`src/rtl/irq_prio_pkg.sv`:
```
package irq_prio_pkg;

    typedef enum logic [0:0] {
        SVC_IDLE = 1'b0,
        SVC_VEC  = 1'b1
    } svc_state_e;

endpackage

```
`src/rtl/irq_rot_pick.sv`:
```
// Finds the highest-ranked set bit of a vector under a rotating ring.
// Rank 0 is the position just above lowest_lvl.
module irq_rot_pick #(
    parameter int N  = 8,
    parameter int LW = $clog2(N)
) (
    input  logic [N-1:0]  bits,
    input  logic [LW-1:0] lowest_lvl,
    output logic          found,
    output logic [LW-1:0] level,
    output logic [LW-1:0] rank
);

    logic [LW-1:0] idx;

    always_comb begin
        found = 1'b0;
        level = '0;
        rank  = '0;
        idx   = '0;
        for (int k = N - 1; k >= 0; k--) begin
            idx = lowest_lvl + LW'(1) + LW'(k);
            if (bits[idx]) begin
                found = 1'b1;
                level = idx;
                rank  = LW'(k);
            end
        end
    end

endmodule

```
`src/rtl/irq_req_reg.sv`:
```
// Request capture: per-line edge or level capture with acknowledge clear.
module irq_req_reg #(
    parameter int N = 8
) (
    input  logic         clk,
    input  logic         rst_n,
    input  logic [N-1:0] irq_in,
    input  logic         level_mode,
    input  logic [N-1:0] clr_onehot,
    output logic [N-1:0] irr_q
);

    logic [N-1:0] prev_q;

    for (genvar i = 0; i < N; i++) begin : g_line
        always_ff @(posedge clk or negedge rst_n) begin
            if (!rst_n) begin
                prev_q[i] <= 1'b0;
                irr_q[i]  <= 1'b0;
            end else begin
                prev_q[i] <= irq_in[i];
                if (level_mode) begin
                    irr_q[i] <= irq_in[i] & ~clr_onehot[i];
                end else begin
                    irr_q[i] <= (irr_q[i] & ~clr_onehot[i])
                              | (irq_in[i] & ~prev_q[i]);
                end
            end
        end
    end

endmodule

```
`src/rtl/irq_svc_fsm.sv`:
```
// Acknowledge state machine, in-service register, rotation and vector.
module irq_svc_fsm
    import irq_prio_pkg::*;
#(
    parameter int N     = 8,
    parameter int LW    = $clog2(N),
    parameter int VEC_W = 8
) (
    input  logic             clk,
    input  logic             rst_n,
    input  logic             ack_pulse,
    input  logic             int_req,
    input  logic [LW-1:0]    win_level,
    input  logic             isr_top_found,
    input  logic [LW-1:0]    isr_top_level,
    input  logic             auto_eoi,
    input  logic [VEC_W-1:0] vec_base,
    input  logic             eoi_pulse,
    input  logic             eoi_specific,
    input  logic             eoi_rotate,
    input  logic [LW-1:0]    eoi_level,
    input  logic             prio_set_pulse,
    output logic [N-1:0]     isr_q,
    output logic [LW-1:0]    lowest_q,
    output logic             ack_take,
    output logic [N-1:0]     clr_onehot,
    output logic [VEC_W-1:0] vec_out,
    output logic             vec_valid
);

    svc_state_e   state_q, state_d;
    logic         ack_spur;
    logic         eoi_hit;
    logic [LW-1:0] eoi_lvl;
    logic [N-1:0] eoi_clr;
    logic [N-1:0] isr_set;
    logic [N-1:0] isr_d;
    logic [LW-1:0] lowest_d;
    logic [VEC_W-1:0] vec_d;

    // state register
    always_ff @(posedge clk or negedge rst_n) begin
        if (!rst_n) state_q <= SVC_IDLE;
        else        state_q <= state_d;
    end

    // next state
    always_comb begin
        state_d = state_q;
        unique case (state_q)
            SVC_IDLE: if (ack_pulse) state_d = SVC_VEC;
            SVC_VEC:  state_d = SVC_IDLE;
            default:  state_d = SVC_IDLE;
        endcase
    end

    // outputs of the state machine
    always_comb begin
        ack_take  = 1'b0;
        ack_spur  = 1'b0;
        vec_valid = 1'b0;
        unique case (state_q)
            SVC_IDLE: begin
                ack_take = ack_pulse & int_req;
                ack_spur = ack_pulse & ~int_req;
            end
            SVC_VEC:  vec_valid = 1'b1;
            default:  vec_valid = 1'b0;
        endcase
    end

    // end-of-service target
    always_comb begin
        if (eoi_specific) begin
            eoi_hit = eoi_pulse;
            eoi_lvl = eoi_level;
        end else begin
            eoi_hit = eoi_pulse & isr_top_found;
            eoi_lvl = isr_top_level;
        end
        eoi_clr = '0;
        if (eoi_hit) eoi_clr[eoi_lvl] = 1'b1;
    end

    always_comb begin
        clr_onehot = '0;
        if (ack_take) clr_onehot[win_level] = 1'b1;
        isr_set = auto_eoi ? '0 : clr_onehot;
        isr_d   = (isr_q & ~eoi_clr) | isr_set;
    end

    always_comb begin
        lowest_d = lowest_q;
        if (eoi_hit && eoi_rotate) lowest_d = eoi_lvl;
        else if (prio_set_pulse)   lowest_d = eoi_level;
    end

    always_comb begin
        vec_d = vec_out;
        if (ack_take)      vec_d = {vec_base[VEC_W-1:LW], win_level};
        else if (ack_spur) vec_d = {vec_base[VEC_W-1:LW], {LW{1'b1}}};
    end

    always_ff @(posedge clk or negedge rst_n) begin
        if (!rst_n) begin
            isr_q    <= '0;
            lowest_q <= LW'(N - 1);
            vec_out  <= '0;
        end else begin
            isr_q    <= isr_d;
            lowest_q <= lowest_d;
            vec_out  <= vec_d;
        end
    end

endmodule

```
`src/rtl/irq_prio_core.sv`:
```
module irq_prio_core #(
    parameter int NUM_IRQ = 8,
    parameter int VEC_W   = 8
) (
    input  logic                     clk,
    input  logic                     rst_n,
    input  logic [NUM_IRQ-1:0]       irq_in,
    input  logic [NUM_IRQ-1:0]       mask,
    input  logic                     cfg_level_trig,
    input  logic                     cfg_auto_eoi,
    input  logic                     cfg_spec_mask,
    input  logic [VEC_W-1:0]         cfg_vec_base,
    input  logic                     ack_pulse,
    input  logic                     eoi_pulse,
    input  logic                     eoi_specific,
    input  logic                     eoi_rotate,
    input  logic [$clog2(NUM_IRQ)-1:0] eoi_level,
    input  logic                     prio_set_pulse,
    output logic                     int_out,
    output logic [VEC_W-1:0]         vec_out,
    output logic                     vec_valid
);

    localparam int LW = $clog2(NUM_IRQ);

    logic [NUM_IRQ-1:0] irr_q;
    logic [NUM_IRQ-1:0] isr_q;
    logic [NUM_IRQ-1:0] clr_onehot;
    logic [NUM_IRQ-1:0] req_cand;
    logic [NUM_IRQ-1:0] isr_block;
    logic [LW-1:0]      lowest_q;
    logic               ack_take;

    logic               req_found, blk_found, top_found;
    logic [LW-1:0]      req_level, blk_level, top_level;
    logic [LW-1:0]      req_rank,  blk_rank,  top_rank;
    logic               int_req;

    irq_req_reg #(.N(NUM_IRQ)) i_req (
        .clk        (clk),
        .rst_n      (rst_n),
        .irq_in     (irq_in),
        .level_mode (cfg_level_trig),
        .clr_onehot (clr_onehot),
        .irr_q      (irr_q)
    );

    assign req_cand  = irr_q & ~mask;
    assign isr_block = cfg_spec_mask ? (isr_q & ~mask) : isr_q;

    irq_rot_pick #(.N(NUM_IRQ), .LW(LW)) i_pick_req (
        .bits       (req_cand),
        .lowest_lvl (lowest_q),
        .found      (req_found),
        .level      (req_level),
        .rank       (req_rank)
    );

    irq_rot_pick #(.N(NUM_IRQ), .LW(LW)) i_pick_blk (
        .bits       (isr_block),
        .lowest_lvl (lowest_q),
        .found      (blk_found),
        .level      (blk_level),
        .rank       (blk_rank)
    );

    irq_rot_pick #(.N(NUM_IRQ), .LW(LW)) i_pick_top (
        .bits       (isr_q),
        .lowest_lvl (lowest_q),
        .found      (top_found),
        .level      (top_level),
        .rank       (top_rank)
    );

    always_comb begin
        int_req = 1'b0;
        if (req_found) int_req = !blk_found || (req_rank < blk_rank);
    end

    assign int_out = int_req;

    irq_svc_fsm #(.N(NUM_IRQ), .LW(LW), .VEC_W(VEC_W)) i_svc (
        .clk            (clk),
        .rst_n          (rst_n),
        .ack_pulse      (ack_pulse),
        .int_req        (int_req),
        .win_level      (req_level),
        .isr_top_found  (top_found),
        .isr_top_level  (top_level),
        .auto_eoi       (cfg_auto_eoi),
        .vec_base       (cfg_vec_base),
        .eoi_pulse      (eoi_pulse),
        .eoi_specific   (eoi_specific),
        .eoi_rotate     (eoi_rotate),
        .eoi_level      (eoi_level),
        .prio_set_pulse (prio_set_pulse),
        .isr_q          (isr_q),
        .lowest_q       (lowest_q),
        .ack_take       (ack_take),
        .clr_onehot     (clr_onehot),
        .vec_out        (vec_out),
        .vec_valid      (vec_valid)
    );

endmodule

```
`config.mk`:
```
export PLATFORM = sky130hd
export DESIGN_NAME = irq_prio_core
export DESIGN_NICKNAME = d
export VERILOG_FILES = /design/src/rtl/irq_prio_pkg.sv /design/src/rtl/irq_rot_pick.sv /design/src/rtl/irq_req_reg.sv /design/src/rtl/irq_svc_fsm.sv /design/src/rtl/irq_prio_core.sv
export SDC_FILE = /design/constraint.sdc
export NUM_CORES = 1
export LEC_CHECK = 0
export BUFFER_PORTS_ARGS = -buffer_cell sky130_fd_sc_hd__buf_2
export CORE_MARGIN = 5
export CORE_UTILIZATION = 54
export DETAILED_ROUTE_END_ITERATION = 16
export GPL_TIMING_DRIVEN = 0
export PLACE_DENSITY_LB_ADDON = 0.1
export SYNTH_ARGS = -nofsm -noshare
export SYNTH_HDL_FRONTEND = slang
export SYNTH_SLANG_ARGS = --single-unit
```
`constraint.sdc`:
```
create_clock -name clk -period 4.1 [get_ports clk]
set_input_delay 0.205 -clock clk [delete_from_list [all_inputs] [get_ports clk]]
set_output_delay 0.205 -clock clk [all_outputs]
set_load 0.02 [all_outputs]
```
==> results_dict.tcl, run 1 <==
set metrics [dict create \
    ctsHtreeMaxLevel 2 \
    drc_errors_left 0 \
    cp_common_cell "sky130_fd_sc_hd__nor2_1" \
    cts_made_buffers 5 \
    drt-initial-drc-count 397 \
    report.final.setup_viol 0 \
    grt_pass1_wl_mm 20.0 \
    required_ns 3.89 \
    critical_path_arrival_ns 3.87 \
    via_per_inst 6.75 \
    finalHoldViolCount 12 \
    footprint_of_the_flip_flops_and_latches_um2 905 \
    core.rowCount 31 \
    mappedNetlistArea_um2 4040 \
    yosys.area.top_type "sky130_fd_sc_hd__dfrtp_1" \
    post-route-min-period_ns 4.07 \
    grt_remaining_overflow 0 \
    synth_area_per_cell_um2 9.16 \
    regToRegStartpoint "i_svc.lowest_q[0]$_DFFE_PN1P_" \
    clk_transition_reported_paths_ns 0.07 \
    failed_checks "negative hold slack" \
    run_status "finished, violations left" \
    grt_max_degree 37 \
    min_period_over_period_pct 99.4 \
    wire_per_inst_um 21.1 \
    dr_vias 4054 \
    nNetsFinal 542 \
    synth.top_cell.area_share_pct 20.5 \
    setup_repair_after_global_routing_missed_its_margin "true" \
    synthFlopType "sky130_fd_sc_hd__dfrtp_1" \
    die_h_um 96.5 \
    timing.critical_path.max_delay_family "buffers and inverters" \
    syn2layout_area_growth_pct 18.0 \
    worstPathMaxFanout 10 \
    cts_max_path_buffers 2 \
    holdBufCountCts 0 \
    setup_tns_ns 0 \
    timing.setup.critical_path_class "register to primary output" \
    worst-path-buf-inv 3 \
    critical_path.reg2reg.endpoint "i_req.irr_q[1]$_DFF_PN0_" \
    count_of_mapped_cells_out_of_synthesis 441 \
    fmax_mhz 245 \
    worstMarginPinSlew_ns 0.775 \
    number_of_antenna_violations_at_the_first_check_in_global_routing 0 \
    synthesis.nets 482 \
    post_dp_area_um2 4370 \
    wl_mm 12.7 \
    via_count_of_the_first_global_routing_pass 3906 \
    classification_of_the_worst_slack_hold_path "input pin to async pin" \
    detail_route.first_pass.iterations 5 \
    drtAntennaViolNets 0 \
    synth_cell_types 72 \
    cts_tree "done" \
    yosys_warnings 0 \
    multi_input_comb_area_um2 3130 \
    synth_common_cells "sky130_fd_sc_hd__nand2_1, sky130_fd_sc_hd__dfrtp_1, sky130_fd_sc_hd__nor2_1, sky130_fd_sc_hd__mux4_2, sky130_fd_sc_hd__o21ai_0" \
    post_dp_hpwl_mm 9.60 \
    clock_sink_count 36 \
    timing.hold.ws_ns -0.0102 \
    final.fill_count 619 \
    ys_ff_latch 36 \
    synth-edff-count 0 \
    globalRouteTotalUtil_pct 28.5 \
    max-cap-violations 0 \
    cells_traversed_along_the_worst_timing_path "ha_1 -> buf_2 -> xnor2_4 -> buf_2 -> mux4_2 -> nor2_1 -> a31o_2 -> nor2_1 -> o211a_1 -> ha_1 -> a21oi_2 -> o2111a_1 -> nor2_1 -> nor2_2 -> buf_6" \
    yosysMostFrequentCell "sky130_fd_sc_hd__nand2_1" \
    finClkSkew_ns 0.0111 \
    crit_path_start_kind "register" \
    place.port_buffers 41 \
    die_width_um 96.5 \
    worst_setup_path_end_kind "primary output" \
    fin_area_um2 4760 \
    worstRegToRegCells 17 \
    drv_slew 0 \
    floorplan.die_area_um2 9310 \
    clk_root_buffer_cell "sky130_fd_sc_hd__clkbuf_8" \
    cp_slowest_cell "sky130_fd_sc_hd__dfstp_2" \
    finalWeightedCongestion 1.10 \
    critical_path.max_stage_delay_ns 0.59 \
    max_slew_margin_pct 48.4 \
    synth_async_sr_flop_share_pct 100 \
    boundaryPins 47 \
    layout-drive-gt1-share_pct 31.7 \
    ys_top_cells_by_area "sky130_fd_sc_hd__dfrtp_1, sky130_fd_sc_hd__mux4_2, sky130_fd_sc_hd__mux2_2" \
    ant_diodes 0 \
    register_to_register_setup_slack_ns 0.10 \
    synth-seq-area-share_pct 22.4 \
    core_region_area_um2 7250 \
    start_util_pct 55.7 \
    worst_skew_pair.late_latency_ns 0.29 \
]
[final cells by class]
class / count / share of cell area [%]
clock buffers: 7 / 1.60
inverters: 7 / 0.762
well taps: 99 / 2.60
flip-flops and latches: 36 / 19.0
plain buffers: 23 / 3.49
repair buffers: 55 / 6.65
multi-input cells: 373 / 65.8
clock inverters: 1 / 0.105
[how the worst max path moves through the flow]
stage | depth (start not counted) | from | slack, ns | to
2_1_floorplan | 17 | i_svc.lowest_q[0]$_DFFE_PN1P_ | 0.02 | i_svc.isr_q[0]$_DFF_PN0_
3_3_place_gp | 17 | i_svc.lowest_q[0]$_DFFE_PN1P_ | -0.99 | i_req.irr_q[4]$_DFF_PN0_
3_5_place_dp | 17 | i_svc.lowest_q[0]$_DFFE_PN1P_ | -1.09 | i_req.irr_q[2]$_DFF_PN0_
4_1_cts | 16 | i_svc.lowest_q[0]$_DFFE_PN1P_ | 0.0006 | int_out
5_1_grt | 14 | i_svc.lowest_q[0]$_DFFE_PN1P_ | -0.16 | int_out
6_report | 15 | i_svc.lowest_q[0]$_DFFE_PN1P_ | 0.03 | int_out
[flip-flops by register name, summed over array words and instances (netlist names)]
register and cells:
i_svc.vec_out 8, i_req.prev_q 8, i_svc.lowest_q 3, i_svc.state_q 1
i_req.irr_q 8, i_svc.isr_q 8
[kinds of logic after synthesis]
family | Yosys count | share of synthesized area, %
AND/OR/NAND/NOR | 155 | 19.4
AO/OA/AOI/OAI | 139 | 24.1
multiplexers | 70 | 27.1
flip-flops | 36 | 22.4
buffers and inverters | 32 | 3.78
XOR/XNOR | 5 | 1.95
adder cells (fa/ha/maj) | 4 | 1.24
[routing by layer]
| metal | track usage, % | wire length [um] |
|---|---|---|
| met1 | 38.6 | 5200 |
| met2 | 46.3 | 5940 |
| met3 | 4.34 | 1140 |
| met4 | 10.4 | 410 |
| met5 | 0 | 0 |
[through the flow]
step           setup WS (ns)  util (%)  std cells
2_1_floorplan         0.0238         -        441
3_3_place_gp          -0.990      60.2        581
3_5_place_dp           -1.09      60.2        581
4_1_cts             0.000639      64.1        598
5_1_grt               -0.158      65.7        601
6_report              0.0263      65.7        601
[cells in the final DEF (no fill, tap or decap), drive strengths merged, types with 7 or more instances in the layout]
master   Yosys  final
buf         12     66
nand2       49     49
dfrtp       33     33
o21ai       32     32
nor2        31     31
mux4        29     29
nand2b      22     22
mux2        22     22
mux2i       19     19
clkbuf      13     19
a21oi       16     16
nor3        10     10
o31ai       10     10
a21boi       9      9
a211oi       9      9
o22ai        9      9
nor2b        7      7
a31oi        7      7
o2bb2ai      7      7
[repair_timing]
item,4_1_cts,5_1_grt
pin swaps,8,6
hold endpoints to repair,0,0
buffers inserted,11,3
endpoints found under the setup margin,22,15
resized for setup,33,17
Power of run 1 is not shown: default switching activity piles up to over one toggle a cycle in this logic, so the estimate is an artifact.
==> run 2: changes to the inputs <==
ABC_AREA = 1   (was unset)
CORE_UTILIZATION = 53   (was 54)
MAX_ROUTING_LAYER = met4   (was unset)
==> results_dict.tcl, run 2 <==
set metrics [dict create \
    timing.hold.ws_ns -0.00598 \
    post-route-min-period_ns 3.91 \
    synth.top_cell.area_share_pct 26.2 \
    worst_skew_pair.late_latency_ns 0.29 \
    crit_path_start_kind "register" \
    worstMarginPinSlew_ns 0.785 \
    boundaryPins 47 \
    cts_made_buffers 5 \
    layout-drive-gt1-share_pct 15.7 \
    failed_checks "negative hold slack" \
    yosys_warnings 0 \
    core.rowCount 29 \
    wire_per_inst_um 13.6 \
    min_period_over_period_pct 95.3 \
    synthesis.nets 619 \
    floorplan.die_area_um2 7990 \
    die_width_um 89.4 \
    setup_tns_ns 0 \
    die_h_um 89.4 \
    finalHoldViolCount 7 \
    wl_mm 9.63 \
    place.port_buffers 41 \
    classification_of_the_worst_slack_hold_path "input pin to async pin" \
    yosys.area.top_type "sky130_fd_sc_hd__nand2_1" \
    final_critical_path_setup_slack_ns 0.192 \
    synth_async_sr_flop_share_pct 100 \
    max-cap-violations 0 \
    finClkSkew_ns 0.00992 \
    synthFlopType "sky130_fd_sc_hd__dfrtp_1" \
    detail_route.first_pass.iterations 5 \
    number_of_antenna_violations_at_the_first_check_in_global_routing 0 \
    drv_slew 0 \
    worstPathMaxFanout 10 \
    highest_count_cells_in_the_layout_ignoring_fill_and_taps "sky130_fd_sc_hd__nand2_1, sky130_fd_sc_hd__nand3_1, sky130_fd_sc_hd__inv_1" \
    grt_remaining_overflow 0 \
    grt_max_degree 37 \
    synth_common_cells "sky130_fd_sc_hd__nand2_1, sky130_fd_sc_hd__nand3_1, sky130_fd_sc_hd__inv_1, sky130_fd_sc_hd__dfrtp_1, sky130_fd_sc_hd__o21ai_1" \
    synth-edff-count 0 \
    grt_pass1_wl_mm 16.6 \
    dr_vias 3915 \
    required_ns 3.89 \
    setup_repair_after_global_routing_missed_its_margin "false" \
    layout.cells.most_common "sky130_fd_sc_hd__nand2_1" \
    clk_transition_reported_paths_ns 0.07 \
    pre_cts_slack_ns 0.0351 \
    cts_tree "done" \
    syn2layout_area_growth_pct 14.1 \
    via_per_inst 5.53 \
    core_region_area_um2 6240 \
    yosysMostFrequentCell "sky130_fd_sc_hd__nand2_1" \
    drt-initial-drc-count 400 \
    critical_path_arrival_ns 3.70 \
    cts_max_path_buffers 2 \
    max_slew_margin_pct 47.7 \
    clk_root_buffer_cell "sky130_fd_sc_hd__clkbuf_8" \
    start_util_pct 53.5 \
    synth-seq-area-share_pct 27.1 \
    ys_top_cells_by_area "sky130_fd_sc_hd__nand2_1, sky130_fd_sc_hd__dfrtp_1, sky130_fd_sc_hd__nand3_1" \
    run_status "finished, violations left" \
    finalWeightedCongestion 0.976 \
    synth_cell_types 33 \
    fmax_mhz 256 \
    nNetsFinal 671 \
    globalRouteTotalUtil_pct 27.2 \
    ys_ff_latch 36 \
    count_of_mapped_cells_out_of_synthesis 578 \
    synth_area_per_cell_um2 5.78 \
    via_count_of_the_first_global_routing_pass 3631 \
    post_dp_hpwl_mm 7.64 \
    timing.setup.critical_path_class "register to primary output" \
    ctsHtreeMaxLevel 2 \
    worst_setup_path_end_kind "primary output" \
    mappedNetlistArea_um2 3340 \
    clock_sink_count 36 \
    drc_errors_left 0 \
    ant_diodes 0 \
    drtAntennaViolNets 0 \
    report.final.setup_viol 0 \
]
==> run 2: what timing repair did <==
action	4_1_cts	5_1_grt
pin swaps	0	1
setup buffers	0	4
hold buffers	0	0
gates resized for setup	5	5
setup endpoints to repair	1	8
==> run 2: cell families (layout without fill, tap and decap cells) <==
family | Yosys count | after routing | synth area share (%)
buffers and inverters | 84 | 137 | 10.7
flip-flops | 36 | 36 | 27.1
AND/OR/NAND/NOR | 387 | 387 | 49.8
AO/OA/AOI/OAI | 67 | 67 | 10.9
adder cells (fa/ha/maj) | 4 | 4 | 1.50
==> run 2: final timing paths <==
| check | start | endpoint | slack [ns] | cells after the start |
|---|---|---|---|---|
| max | i_svc.lowest_q[0]$_DFFE_PN1P_ | int_out | 0.19 | 20 |
| min | rst_n | i_svc.vec_out[0]$_DFFE_PN0P_ | -0.006 | 1 |
| max reg2reg | i_svc.lowest_q[0]$_DFFE_PN1P_ | i_req.irr_q[6]$_DFF_PN0_ | 0.29 | 23 |
| min reg2reg | i_svc.vec_out[7]$_DFFE_PN0P_ | i_svc.vec_out[7]$_DFFE_PN0P_ | 0.47 | 2 |
| max in group asynchronous | rst_n | i_svc.isr_q[6]$_DFF_PN0_ | 3.60 | 1 |
| min in group clk | irq_in[0] | i_req.prev_q[0]$_DFF_PN0_ | 0.05 | 1 |
==> run 2: routing by layer <==
layer | global-route usage (%) | up-vias | part of all wire, %
met5 | - | - | 0
met4 | 8.53 | 0 | 2.1
met3 | 1.75 | 20 | 7.9
met2 | 43.3 | 182 | 46
met1 | 36.9 | 1735 | 44
li1 | - | 1978 | -
==> run 2: worst max-delay path: stages (launching register included) <==
cell and delay (ns):
sky130_fd_sc_hd__dfstp_2 0.58, sky130_fd_sc_hd__inv_2 0.05, sky130_fd_sc_hd__buf_6 0.14, sky130_fd_sc_hd__buf_6 0.15, sky130_fd_sc_hd__ha_4 0.26, sky130_fd_sc_hd__inv_4 0.12, sky130_fd_sc_hd__nand2_1 0.08, sky130_fd_sc_hd__nand2_2 0.15
sky130_fd_sc_hd__buf_6 0.17, sky130_fd_sc_hd__nand3_1 0.12, sky130_fd_sc_hd__nand2_1 0.08, sky130_fd_sc_hd__nor2_1 0.04, sky130_fd_sc_hd__a31oi_1 0.22, sky130_fd_sc_hd__nand2_1 0.12, sky130_fd_sc_hd__nor3_2 0.14, sky130_fd_sc_hd__o21ai_1 0.11
sky130_fd_sc_hd__ha_1 0.31, sky130_fd_sc_hd__a21oi_2 0.15, sky130_fd_sc_hd__nand2_2 0.10, sky130_fd_sc_hd__a21boi_2 0.16, sky130_fd_sc_hd__buf_4 0.16
==> run 2: through the flow <==
| step | cells | cell area, um^2 | util (%) |
|---|---|---|---|
| after floorplan | 578 | 3340 | - |
| after global routing | 708 | 3810 | 61.0 |
| after detailed placement | 696 | 3640 | 58.3 |
| after global placement | 696 | 3640 | 58.3 |
| final | 708 | 3810 | 61.0 |
| after CTS | 704 | 3750 | 60.2 |
==> run 2: layout make-up <==
type,count,area [um^2]
multi-input combinational,458,2100
timing repair buffer,45,250
inverter,69,264
clock buffer,8,90.1
fill,634,2430
sequential,36,905
tap,77,96.3
buffer,15,105
Power of run 2 is left out for the same reason.
